[src/rtl/srl_pkg.sv]
package srl_pkg;
  typedef enum logic [1:0] {
    PH_ADDR = 2'd0,
    PH_DATA = 2'd1,
    PH_TAIL = 2'd2,
    PH_DONE = 2'd3
  } phase_e;

  localparam int unsigned PLAT_ADDR     = 32'h10;
  localparam int unsigned FW_ADDR       = 32'h11;
  localparam int unsigned FUNC_BASE     = 32'h20;
  localparam int unsigned GPIO_EN_BASE  = 32'h30;
  localparam int unsigned GPIO_DIR_BASE = 32'h40;
endpackage

[src/rtl/srl_sync.sv]
module srl_sync #(
  parameter int unsigned WIDTH  = 3,
  parameter int unsigned STAGES = 2
) (
  input  logic             clk_i,
  input  logic             rst_ni,
  input  logic [WIDTH-1:0] d_i,
  output logic [WIDTH-1:0] q_o
);
  logic [WIDTH-1:0] stage_q [STAGES];

  always_ff @(posedge clk_i or negedge rst_ni) begin
    if (!rst_ni) stage_q[0] <= '0;
    else         stage_q[0] <= d_i;
  end

  for (genvar s = 1; s < STAGES; s++) begin : g_stage
    always_ff @(posedge clk_i or negedge rst_ni) begin
      if (!rst_ni) stage_q[s] <= '0;
      else         stage_q[s] <= stage_q[s-1];
    end
  end

  assign q_o = stage_q[STAGES-1];
endmodule

[src/rtl/srl_frame.sv]
module srl_frame
  import srl_pkg::*;
#(
  parameter int unsigned ADDR_W = 7,
  parameter int unsigned DATA_W = 16
) (
  input  logic              clk_i,
  input  logic              rst_ni,
  input  logic              clr_i,
  input  logic              stb_i,
  input  logic              din_i,
  output logic [ADDR_W-1:0] rd_addr_o,
  input  logic [DATA_W-1:0] rd_data_i,
  output logic              wr_o,
  output logic [ADDR_W-1:0] wr_addr_o,
  output logic [DATA_W-1:0] wr_data_o,
  output logic              dout_o
);
  localparam int unsigned BYTE_W = ADDR_W + 1;
  localparam int unsigned MAXB   = (BYTE_W > DATA_W) ? BYTE_W : DATA_W;
  localparam int unsigned CNT_W  = $clog2(MAXB + 1);

  phase_e            st_q;
  logic [CNT_W-1:0]  cnt_q;
  logic [ADDR_W:0]   adr_q;
  logic              rd_q;
  logic [DATA_W-1:0] sh_q;
  logic              wr_q;
  logic              stb_q;
  logic              rise;
  logic [ADDR_W:0]   adr_nxt;

  assign rise      = stb_i & ~stb_q;
  assign adr_nxt   = {adr_q[ADDR_W-1:0], din_i};
  assign rd_addr_o = adr_nxt[ADDR_W-1:0];

  always_ff @(posedge clk_i or negedge rst_ni) begin
    if (!rst_ni) begin
      st_q  <= PH_ADDR;
      cnt_q <= '0;
      adr_q <= '0;
      rd_q  <= 1'b0;
      sh_q  <= '0;
      wr_q  <= 1'b0;
      stb_q <= 1'b0;
    end else begin
      stb_q <= stb_i;
      wr_q  <= 1'b0;
      if (!clr_i) begin
        st_q  <= PH_ADDR;
        cnt_q <= '0;
        rd_q  <= 1'b0;
      end else if (rise) begin
        unique case (st_q)
          PH_ADDR: begin
            adr_q <= adr_nxt;
            if (cnt_q == CNT_W'(ADDR_W)) begin
              st_q  <= PH_DATA;
              cnt_q <= '0;
              rd_q  <= adr_nxt[ADDR_W];
              sh_q  <= adr_nxt[ADDR_W] ? rd_data_i : '0;
            end else begin
              cnt_q <= cnt_q + 1'b1;
            end
          end
          PH_DATA: begin
            // read: first pulse keeps bit 15 on the pin, later pulses shift
            if (rd_q) begin
              if (cnt_q != '0) sh_q <= {sh_q[DATA_W-2:0], 1'b0};
            end else begin
              sh_q <= {sh_q[DATA_W-2:0], din_i};
            end
            if (cnt_q == CNT_W'(DATA_W - 1)) begin
              st_q  <= PH_TAIL;
              cnt_q <= '0;
              wr_q  <= ~rd_q;
            end else begin
              cnt_q <= cnt_q + 1'b1;
            end
          end
          PH_TAIL: st_q <= PH_DONE;
          default: ;
        endcase
      end
    end
  end

  assign wr_o      = wr_q;
  assign wr_addr_o = adr_q[ADDR_W-1:0];
  assign wr_data_o = sh_q;
  assign dout_o    = rd_q && (st_q == PH_DATA || st_q == PH_TAIL) && sh_q[DATA_W-1];


  clr_abort_chk: assert property (@(posedge clk_i) disable iff (!rst_ni)
    !clr_i |=> (st_q == PH_ADDR && cnt_q == '0 && !wr_q));

  wr_single_chk: assert property (@(posedge clk_i) disable iff (!rst_ni)
    wr_q |=> !wr_q);

  wr_after_last_chk: assert property (@(posedge clk_i) disable iff (!rst_ni)
    wr_q |-> (st_q == PH_TAIL && $past(st_q) == PH_DATA && !rd_q));

  done_hold_chk: assert property (@(posedge clk_i) disable iff (!rst_ni)
    (st_q == PH_DONE && clr_i) |=> (st_q == PH_DONE && !wr_q));
endmodule

[src/rtl/srl_bank.sv]
module srl_bank #(
  parameter int unsigned ADDR_W = 7,
  parameter int unsigned DATA_W = 16,
  parameter int unsigned BASE   = 32'h20,
  parameter int unsigned N      = 2
) (
  input  logic                clk_i,
  input  logic                rst_ni,
  input  logic                wr_i,
  input  logic [ADDR_W-1:0]   wr_addr_i,
  input  logic [DATA_W-1:0]   wr_data_i,
  input  logic [ADDR_W-1:0]   rd_addr_i,
  output logic [DATA_W-1:0]   rd_data_o,
  output logic [N*DATA_W-1:0] regs_o
);
  logic [DATA_W-1:0] regs_q [N];

  for (genvar i = 0; i < N; i++) begin : g_reg
    always_ff @(posedge clk_i or negedge rst_ni) begin
      if (!rst_ni)                                      regs_q[i] <= '0;
      else if (wr_i && wr_addr_i == ADDR_W'(BASE + i)) regs_q[i] <= wr_data_i;
    end
    assign regs_o[i*DATA_W +: DATA_W] = regs_q[i];
  end

  always_comb begin
    rd_data_o = '0;
    for (int i = 0; i < N; i++) begin
      if (rd_addr_i == ADDR_W'(BASE + i)) rd_data_o = regs_q[i];
    end
  end


  bank_hold_chk: assert property (@(posedge clk_i) disable iff (!rst_ni)
    !wr_i |=> $stable(regs_o));
endmodule

[src/rtl/srl_regfile.sv]
module srl_regfile
  import srl_pkg::*;
#(
  parameter int unsigned       ADDR_W  = 7,
  parameter int unsigned       DATA_W  = 16,
  parameter int unsigned       FUNC_N  = 2,
  parameter int unsigned       GPIO_N  = 3,
  parameter logic [DATA_W-1:0] PLAT_ID = 16'h0001,
  parameter logic [DATA_W-1:0] FW_ID   = 16'h1023
) (
  input  logic                     clk_i,
  input  logic                     rst_ni,
  input  logic [ADDR_W-1:0]        rd_addr_i,
  output logic [DATA_W-1:0]        rd_data_o,
  input  logic                     wr_i,
  input  logic [ADDR_W-1:0]        wr_addr_i,
  input  logic [DATA_W-1:0]        wr_data_i,
  output logic [FUNC_N*DATA_W-1:0] func_o,
  output logic [GPIO_N*DATA_W-1:0] gen_o,
  output logic [GPIO_N*DATA_W-1:0] gdir_o
);
  logic [DATA_W-1:0] func_rd, gen_rd, gdir_rd;

  srl_bank #(.ADDR_W(ADDR_W), .DATA_W(DATA_W), .BASE(FUNC_BASE), .N(FUNC_N)) u_func (
    .clk_i, .rst_ni, .wr_i, .wr_addr_i, .wr_data_i, .rd_addr_i,
    .rd_data_o(func_rd), .regs_o(func_o));

  srl_bank #(.ADDR_W(ADDR_W), .DATA_W(DATA_W), .BASE(GPIO_EN_BASE), .N(GPIO_N)) u_gen (
    .clk_i, .rst_ni, .wr_i, .wr_addr_i, .wr_data_i, .rd_addr_i,
    .rd_data_o(gen_rd), .regs_o(gen_o));

  srl_bank #(.ADDR_W(ADDR_W), .DATA_W(DATA_W), .BASE(GPIO_DIR_BASE), .N(GPIO_N)) u_gdir (
    .clk_i, .rst_ni, .wr_i, .wr_addr_i, .wr_data_i, .rd_addr_i,
    .rd_data_o(gdir_rd), .regs_o(gdir_o));

  always_comb begin
    if (rd_addr_i == ADDR_W'(PLAT_ADDR))    rd_data_o = PLAT_ID;
    else if (rd_addr_i == ADDR_W'(FW_ADDR)) rd_data_o = FW_ID;
    else                                    rd_data_o = func_rd | gen_rd | gdir_rd;
  end


  plat_ro_chk: assert property (@(posedge clk_i) disable iff (!rst_ni)
    (wr_i && wr_addr_i == ADDR_W'(PLAT_ADDR)) |=> $stable({func_o, gen_o, gdir_o}));

  fw_ro_chk: assert property (@(posedge clk_i) disable iff (!rst_ni)
    (wr_i && wr_addr_i == ADDR_W'(FW_ADDR)) |=> $stable({func_o, gen_o, gdir_o}));
endmodule

[src/rtl/strobe_reg_slave.sv]
module strobe_reg_slave #(
  parameter int unsigned  ADDR_W  = 7,
  parameter int unsigned  DATA_W  = 16,
  parameter int unsigned  FUNC_N  = 2,
  parameter int unsigned  GPIO_N  = 3,
  parameter int unsigned  SYNC_N  = 2,
  parameter logic [15:0]  PLAT_ID = 16'h0001,
  parameter logic [15:0]  FW_ID   = 16'h1023
) (
  input  logic                     clk_i,
  input  logic                     rst_ni,
  input  logic                     clr_i,
  input  logic                     stb_i,
  input  logic                     din_i,
  output logic                     dout_o,
  output logic [FUNC_N*DATA_W-1:0] func_en_o,
  output logic [GPIO_N*DATA_W-1:0] gpio_en_o,
  output logic [GPIO_N*DATA_W-1:0] gpio_dir_o
);
  logic [2:0]        pins_s;
  logic              clr_s, stb_s, din_s;
  logic [ADDR_W-1:0] rd_addr, wr_addr;
  logic [DATA_W-1:0] rd_data, wr_data;
  logic              wr;

  srl_sync #(.WIDTH(3), .STAGES(SYNC_N)) u_sync (
    .clk_i, .rst_ni, .d_i({clr_i, stb_i, din_i}), .q_o(pins_s));

  assign {clr_s, stb_s, din_s} = pins_s;

  srl_frame #(.ADDR_W(ADDR_W), .DATA_W(DATA_W)) u_frame (
    .clk_i, .rst_ni,
    .clr_i(clr_s), .stb_i(stb_s), .din_i(din_s),
    .rd_addr_o(rd_addr), .rd_data_i(rd_data),
    .wr_o(wr), .wr_addr_o(wr_addr), .wr_data_o(wr_data),
    .dout_o);

  srl_regfile #(
    .ADDR_W(ADDR_W), .DATA_W(DATA_W), .FUNC_N(FUNC_N), .GPIO_N(GPIO_N),
    .PLAT_ID(DATA_W'(PLAT_ID)), .FW_ID(DATA_W'(FW_ID))
  ) u_regs (
    .clk_i, .rst_ni,
    .rd_addr_i(rd_addr), .rd_data_o(rd_data),
    .wr_i(wr), .wr_addr_i(wr_addr), .wr_data_i(wr_data),
    .func_o(func_en_o), .gen_o(gpio_en_o), .gdir_o(gpio_dir_o));


  dout_clr_low_chk: assert property (@(posedge clk_i) disable iff (!rst_ni)
    !clr_s |=> !dout_o);
endmodule

[config.mk]
export PLATFORM = sky130hd
export DESIGN_NAME = strobe_reg_slave
export DESIGN_NICKNAME = d
export VERILOG_FILES = /design/src/rtl/srl_pkg.sv /design/src/rtl/srl_sync.sv /design/src/rtl/srl_frame.sv /design/src/rtl/srl_bank.sv /design/src/rtl/srl_regfile.sv /design/src/rtl/strobe_reg_slave.sv
export SDC_FILE = /design/constraint.sdc
export NUM_CORES = 1
export LEC_CHECK = 0
export ABC_AREA = 1
export BUFFER_PORTS_ARGS = -buffer_cell sky130_fd_sc_hd__buf_4
export CAP_MARGIN = 10
export CORE_ASPECT_RATIO = 0.9
export CORE_MARGIN = 2
export CORE_UTILIZATION = 56
export DETAILED_ROUTE_END_ITERATION = 12
export PLACE_DENSITY = 0.83
export SETUP_SLACK_MARGIN = 0.5
export SLEW_MARGIN = 20
export SYNTH_ARGS = -nofsm -noshare
export SYNTH_HDL_FRONTEND = slang
export SYNTH_SLANG_ARGS = --single-unit
[constraint.sdc]
create_clock -name clk_i -period 2.5 [get_ports clk_i]
set_clock_uncertainty 0.15 [all_clocks]
set_input_delay 0.75 -clock clk_i [delete_from_list [all_inputs] [get_ports clk_i]]
set_output_delay 0.75 -clock clk_i [all_outputs]
set_load 0.05 [all_outputs]
==> metrics.txt <==
# TYPE chip_impl_metric gauge
chip_impl_info{name="outcome",value="finished, final reports clean"} 1
chip_impl_info{name="critical_path.reg2reg.endpoint",value="u_frame.wr_data_o[11]"} 1
chip_impl_metric{name="p_per_area",unit="nW/um^2"} 799
chip_impl_metric{name="antenna_found_initial",unit=""} 0
chip_impl_metric{name="synthCells",unit=""} 914
chip_impl_metric{name="dp_hpwl",unit="um"} 14600
chip_impl_metric{name="reg2reg_depth",unit=""} 11
chip_impl_metric{name="core_region_area",unit="um^2"} 13400
chip_impl_metric{name="io_buffer_count",unit=""} 133
chip_impl_metric{name="post-route-drc-count",unit=""} 0
chip_impl_metric{name="tightest_slew",unit="ns"} 0.474
chip_impl_metric{name="synth.cell_area",unit="um^2"} 7680
chip_impl_metric{name="report.final.setup_viol",unit=""} 0
chip_impl_metric{name="avgViaCountPerCell",unit=""} 5.97
chip_impl_metric{name="vias",unit=""} 7319
chip_impl_info{name="tritoncts",value="built"} 1
chip_impl_metric{name="timing.final.max_slew_violations",unit=""} 0
chip_impl_metric{name="finalWorstPathRequiredPeriod",unit="ns"} 2.34
chip_impl_metric{name="tritoncts_num_sinks",unit=""} 167
chip_impl_metric{name="ioPinCount",unit=""} 134
chip_impl_metric{name="chipHeight",unit="um"} 115
chip_impl_metric{name="place_congestion",unit=""} 0.914
chip_impl_metric{name="yosys_register_bits",unit=""} 167
chip_impl_metric{name="clock_path_buffers",unit=""} 2
chip_impl_metric{name="die_width",unit="um"} 127
chip_impl_info{name="hp-class",value="in2async"} 1
chip_impl_metric{name="slew_headroom",unit="%"} 68.2
chip_impl_metric{name="flow.area_growth_from_synthesis",unit="%"} 27.1
chip_impl_metric{name="leakagePower",unit="nW"} 4.93
chip_impl_metric{name="reg2reg_setup_slack",unit="ns"} 0.40
chip_impl_info{name="reg2reg_from",value="u_frame.cnt_q[0]"} 1
chip_impl_metric{name="yosysSeqAreaShare",unit="%"} 54.4
chip_impl_metric{name="num-nets-final",unit=""} 1056
chip_impl_metric{name="register_area",unit="um^2"} 4180
chip_impl_metric{name="number_of_global_route_vias_before_repair",unit=""} 6523
chip_impl_metric{name="netlist-cell-type-count",unit=""} 29
chip_impl_metric{name="worstPathMaxFanout",unit=""} 3
chip_impl_metric{name="grt_util_all_layers",unit="%"} 30.3
chip_impl_info{name="clk_root_buffer_cell",value="clkbuf_16"} 1
chip_impl_metric{name="first_iteration_detailed_routing_drc_count",unit=""} 958
chip_impl_metric{name="fp-row-count",unit=""} 40
chip_impl_info{name="grt_setup_unrepaired",value="true"} 1
chip_impl_metric{name="synthesis.area_per_instance",unit="um^2"} 8.40
chip_impl_metric{name="floorplan.initialDensity",unit="%"} 57.5
chip_impl_metric{name="antenna_cells",unit=""} 0
chip_impl_metric{name="gr-usage-met3",unit="%"} 6.05
chip_impl_metric{name="post_drt_wl_per_cell",unit="um"} 18.8
chip_impl_metric{name="yosys_warnings",unit=""} 0
chip_impl_metric{name="ant_nets",unit=""} 0
chip_impl_metric{name="total_negative_slack",unit="ns"} 0
chip_impl_metric{name="globalRouteOverflowTotal",unit=""} 0
chip_impl_metric{name="fraction_of_final_layout_cells_sized_beyond_drive_strength_1",unit="%"} 23.3
chip_impl_info{name="grt-busiest-layer",value="met1"} 1
chip_impl_metric{name="grt_use_met2",unit="%"} 43.7
chip_impl_metric{name="crit_arrival",unit="ns"} 1.44
chip_impl_info{name="timing.setup.critical_path_class",value="reg2out"} 1
chip_impl_metric{name="globalRouteMet1Util",unit="%"} 46.2
chip_impl_metric{name="fmax",unit="MHz"} 428
chip_impl_metric{name="clkSlewWorstSetupHoldPaths",unit="ns"} 0.06
chip_impl_metric{name="crit_required",unit="ns"} 1.60
chip_impl_metric{name="tritoncts.num_buffers",unit=""} 17
chip_impl_metric{name="fin_crit_sh",unit="%"} 93.4
chip_impl_metric{name="fillCellCount",unit=""} 945
chip_impl_metric{name="clock_latency_of_the_later_clocked_register_in_the_worst_skew_pair",unit="ns"} 0.44
chip_impl_metric{name="pin_count_of_the_biggest_net_entering_global_routing",unit=""} 59
chip_impl_metric{name="synthesis.nets",unit=""} 925
chip_impl_metric{name="area_taken_by_multi_input_logic_gates",unit="um^2"} 3210
chip_impl_metric{name="dpl-instance-area",unit="um^2"} 8780
chip_impl_info{name="worstSetupEndpointType",value="output pin"} 1
chip_impl_metric{name="maxCapViolCount",unit=""} 0
chip_impl_metric{name="grt_pass1_wl",unit="um"} 34300
chip_impl_metric{name="detail_route.wirelength",unit="um"} 23000
chip_impl_metric{name="finalInstanceArea",unit="um^2"} 9760
chip_impl_metric{name="drt_pass1_iterations",unit=""} 5
chip_impl_metric{name="cts_htree_levels",unit=""} 4
chip_impl_info{name="setup.worst_path.start_class",value="flip-flop"} 1
chip_impl_metric{name="die_area",unit="um^2"} 14700
chip_impl_metric{name="finalHoldViolations",unit=""} 0
chip_impl_metric{name="worst_ir_drop_vdd",unit="V"} 0.000522
[through the flow]
| step | power, mW | std cells | util, % | setup WS, ns | hold slack (ns) |
|---|---|---|---|---|---|
| finish | 7.80 | 1226 | 73.0 | 0.165 | 0.0816 |
| CTS | 7.35 | 1215 | 70.2 | 0.186 | 0.0947 |
| global route | 8.09 | 1226 | 73.0 | 0.115 | 0.0990 |
| global placement | 4.71 | 1182 | 65.7 | 0.541 | 0.183 |
| floorplan | 4.21 | 914 | - | 0.567 | 0.181 |
| detailed placement | 4.75 | 1182 | 65.7 | 0.513 | 0.190 |
[layout by cell type, fill, tap and decap left out, types with 5 or more instances in the layout]
cell type	netlist	layout
a21boi_1	15	11
buf_6	6	11
nand2_4	0	5
nand2_1	292	287
nor2_4	3	5
buf_12	0	7
buf_4	8	140
a21oi_1	32	22
dfrtp_1	167	165
clkbuf_16	0	19
nor2_1	42	38
o21ai_1	33	33
clkinv_2	0	6
a21oi_2	0	8
o21ai_0	98	98
o21ai_2	7	7
nand3_1	94	93
inv_1	46	44
[worst max-delay path, stage by stage (launching register included)]
cell and delay [ns]:
dfrtp_1 0.37, inv_2 0.05, ha_4 0.27, nand2_2 0.06
nor2_4 0.09, buf_6 0.16
[cell type report]
| cell class | instances | area share (%) |
|---|---|---|
| well taps | 168 | 2.15 |
| inverters | 50 | 2.09 |
| flip-flops and latches | 167 | 42.8 |
| multi-input cells | 648 | 32.9 |
| clock buffers | 23 | 4.90 |
| repair buffers | 161 | 14.1 |
| clock inverters | 9 | 1.01 |
[kinds of logic after synthesis]
kind of cell | share of synthesized area [%]
and+or+nand+nor | 24.8
AOI/OAI and AO/OA | 13.6
DFF | 54.4
buffers and inverters | 6.09
adders and majority gates | 0.978
xor gates and xnor gates | 0.114
[what timing repair did]
item,CTS,global route
resized for setup,6,53
endpoints found under the hold margin,0,0
gates cloned,0,3
setup buffers,1,8
pin swaps,0,17
hold buffers,0,0
endpoints found under the setup margin,2,79
[state kept, by name (all words and copies together) (netlist names), 3 cells and up]
register,flops
u_sync.stage_q,3
u_frame.cnt_q,5
u_frame.wr_data_o,16
u_sync.q_o,3
u_regs.u_gdir.regs_o,48
u_regs.u_func.regs_o,32
u_regs.u_gen.regs_o,48
u_frame.adr_q,7
[per-layer routing]
| metal | up-vias | share of wire, % |
|---|---|---|
| met3 | 49 | 11 |
| met4 | 0 | 2.1 |
| li1 | 3266 | - |
| met2 | 493 | 45 |
| met5 | - | 0 |
| met1 | 3511 | 42 |
[synthesized netlist by cell type]
cell type,count,area [um^2]
nor2_4,3,33.8
nor2_2,2,12.5
buf_2,17,85.1
nor4_1,1,6.26
o22ai_1,3,18.8
nand3_1,94,470
o21ai_1,33,165
dfrtp_1,167,4180
a21boi_1,15,113
nor2_1,42,158
nand3b_1,2,15.0
nor3_1,3,15.0
buf_6,6,67.6
inv_1,46,173
buf_4,8,60.1
o21a_1,1,7.51
ha_1,6,75.1
o21ai_0,98,490
nand2_2,4,25.0
xor2_1,1,8.76
nor3_2,3,30.0
o21ai_2,7,61.3
o31ai_1,2,15.0
a31oi_1,2,12.5
a21oi_1,32,160
nor4_4,2,42.5
inv_2,4,15.0
nand2_1,292,1100
clkbuf_1,18,67.6
[how the worst max path moves through the flow]
| stage | start | to | slack, ns | depth (start not counted) |
|---|---|---|---|---|
| after global placement | u_frame.st_q[0] | dout_o | 0.54 | 5 |
| final | u_frame.st_q[0] | dout_o | 0.16 | 5 |
| after detailed placement | u_frame.st_q[0] | dout_o | 0.51 | 5 |
| after floorplan | u_frame.st_q[0] | dout_o | 0.57 | 4 |
| after global routing | u_frame.st_q[0] | dout_o | 0.11 | 5 |
| after CTS | u_frame.st_q[0] | dout_o | 0.19 | 5 |
[power breakdown]
| group | switching, mW | internal (mW) |
|---|---|---|
| Combinational | 1.43 | 0.611 |
| Sequential | 0.220 | 2.93 |
| Clock | 1.07 | 1.54 |
| Total | 2.72 | 5.08 |
No activity file was read; power rests on OpenSTA's default activity.
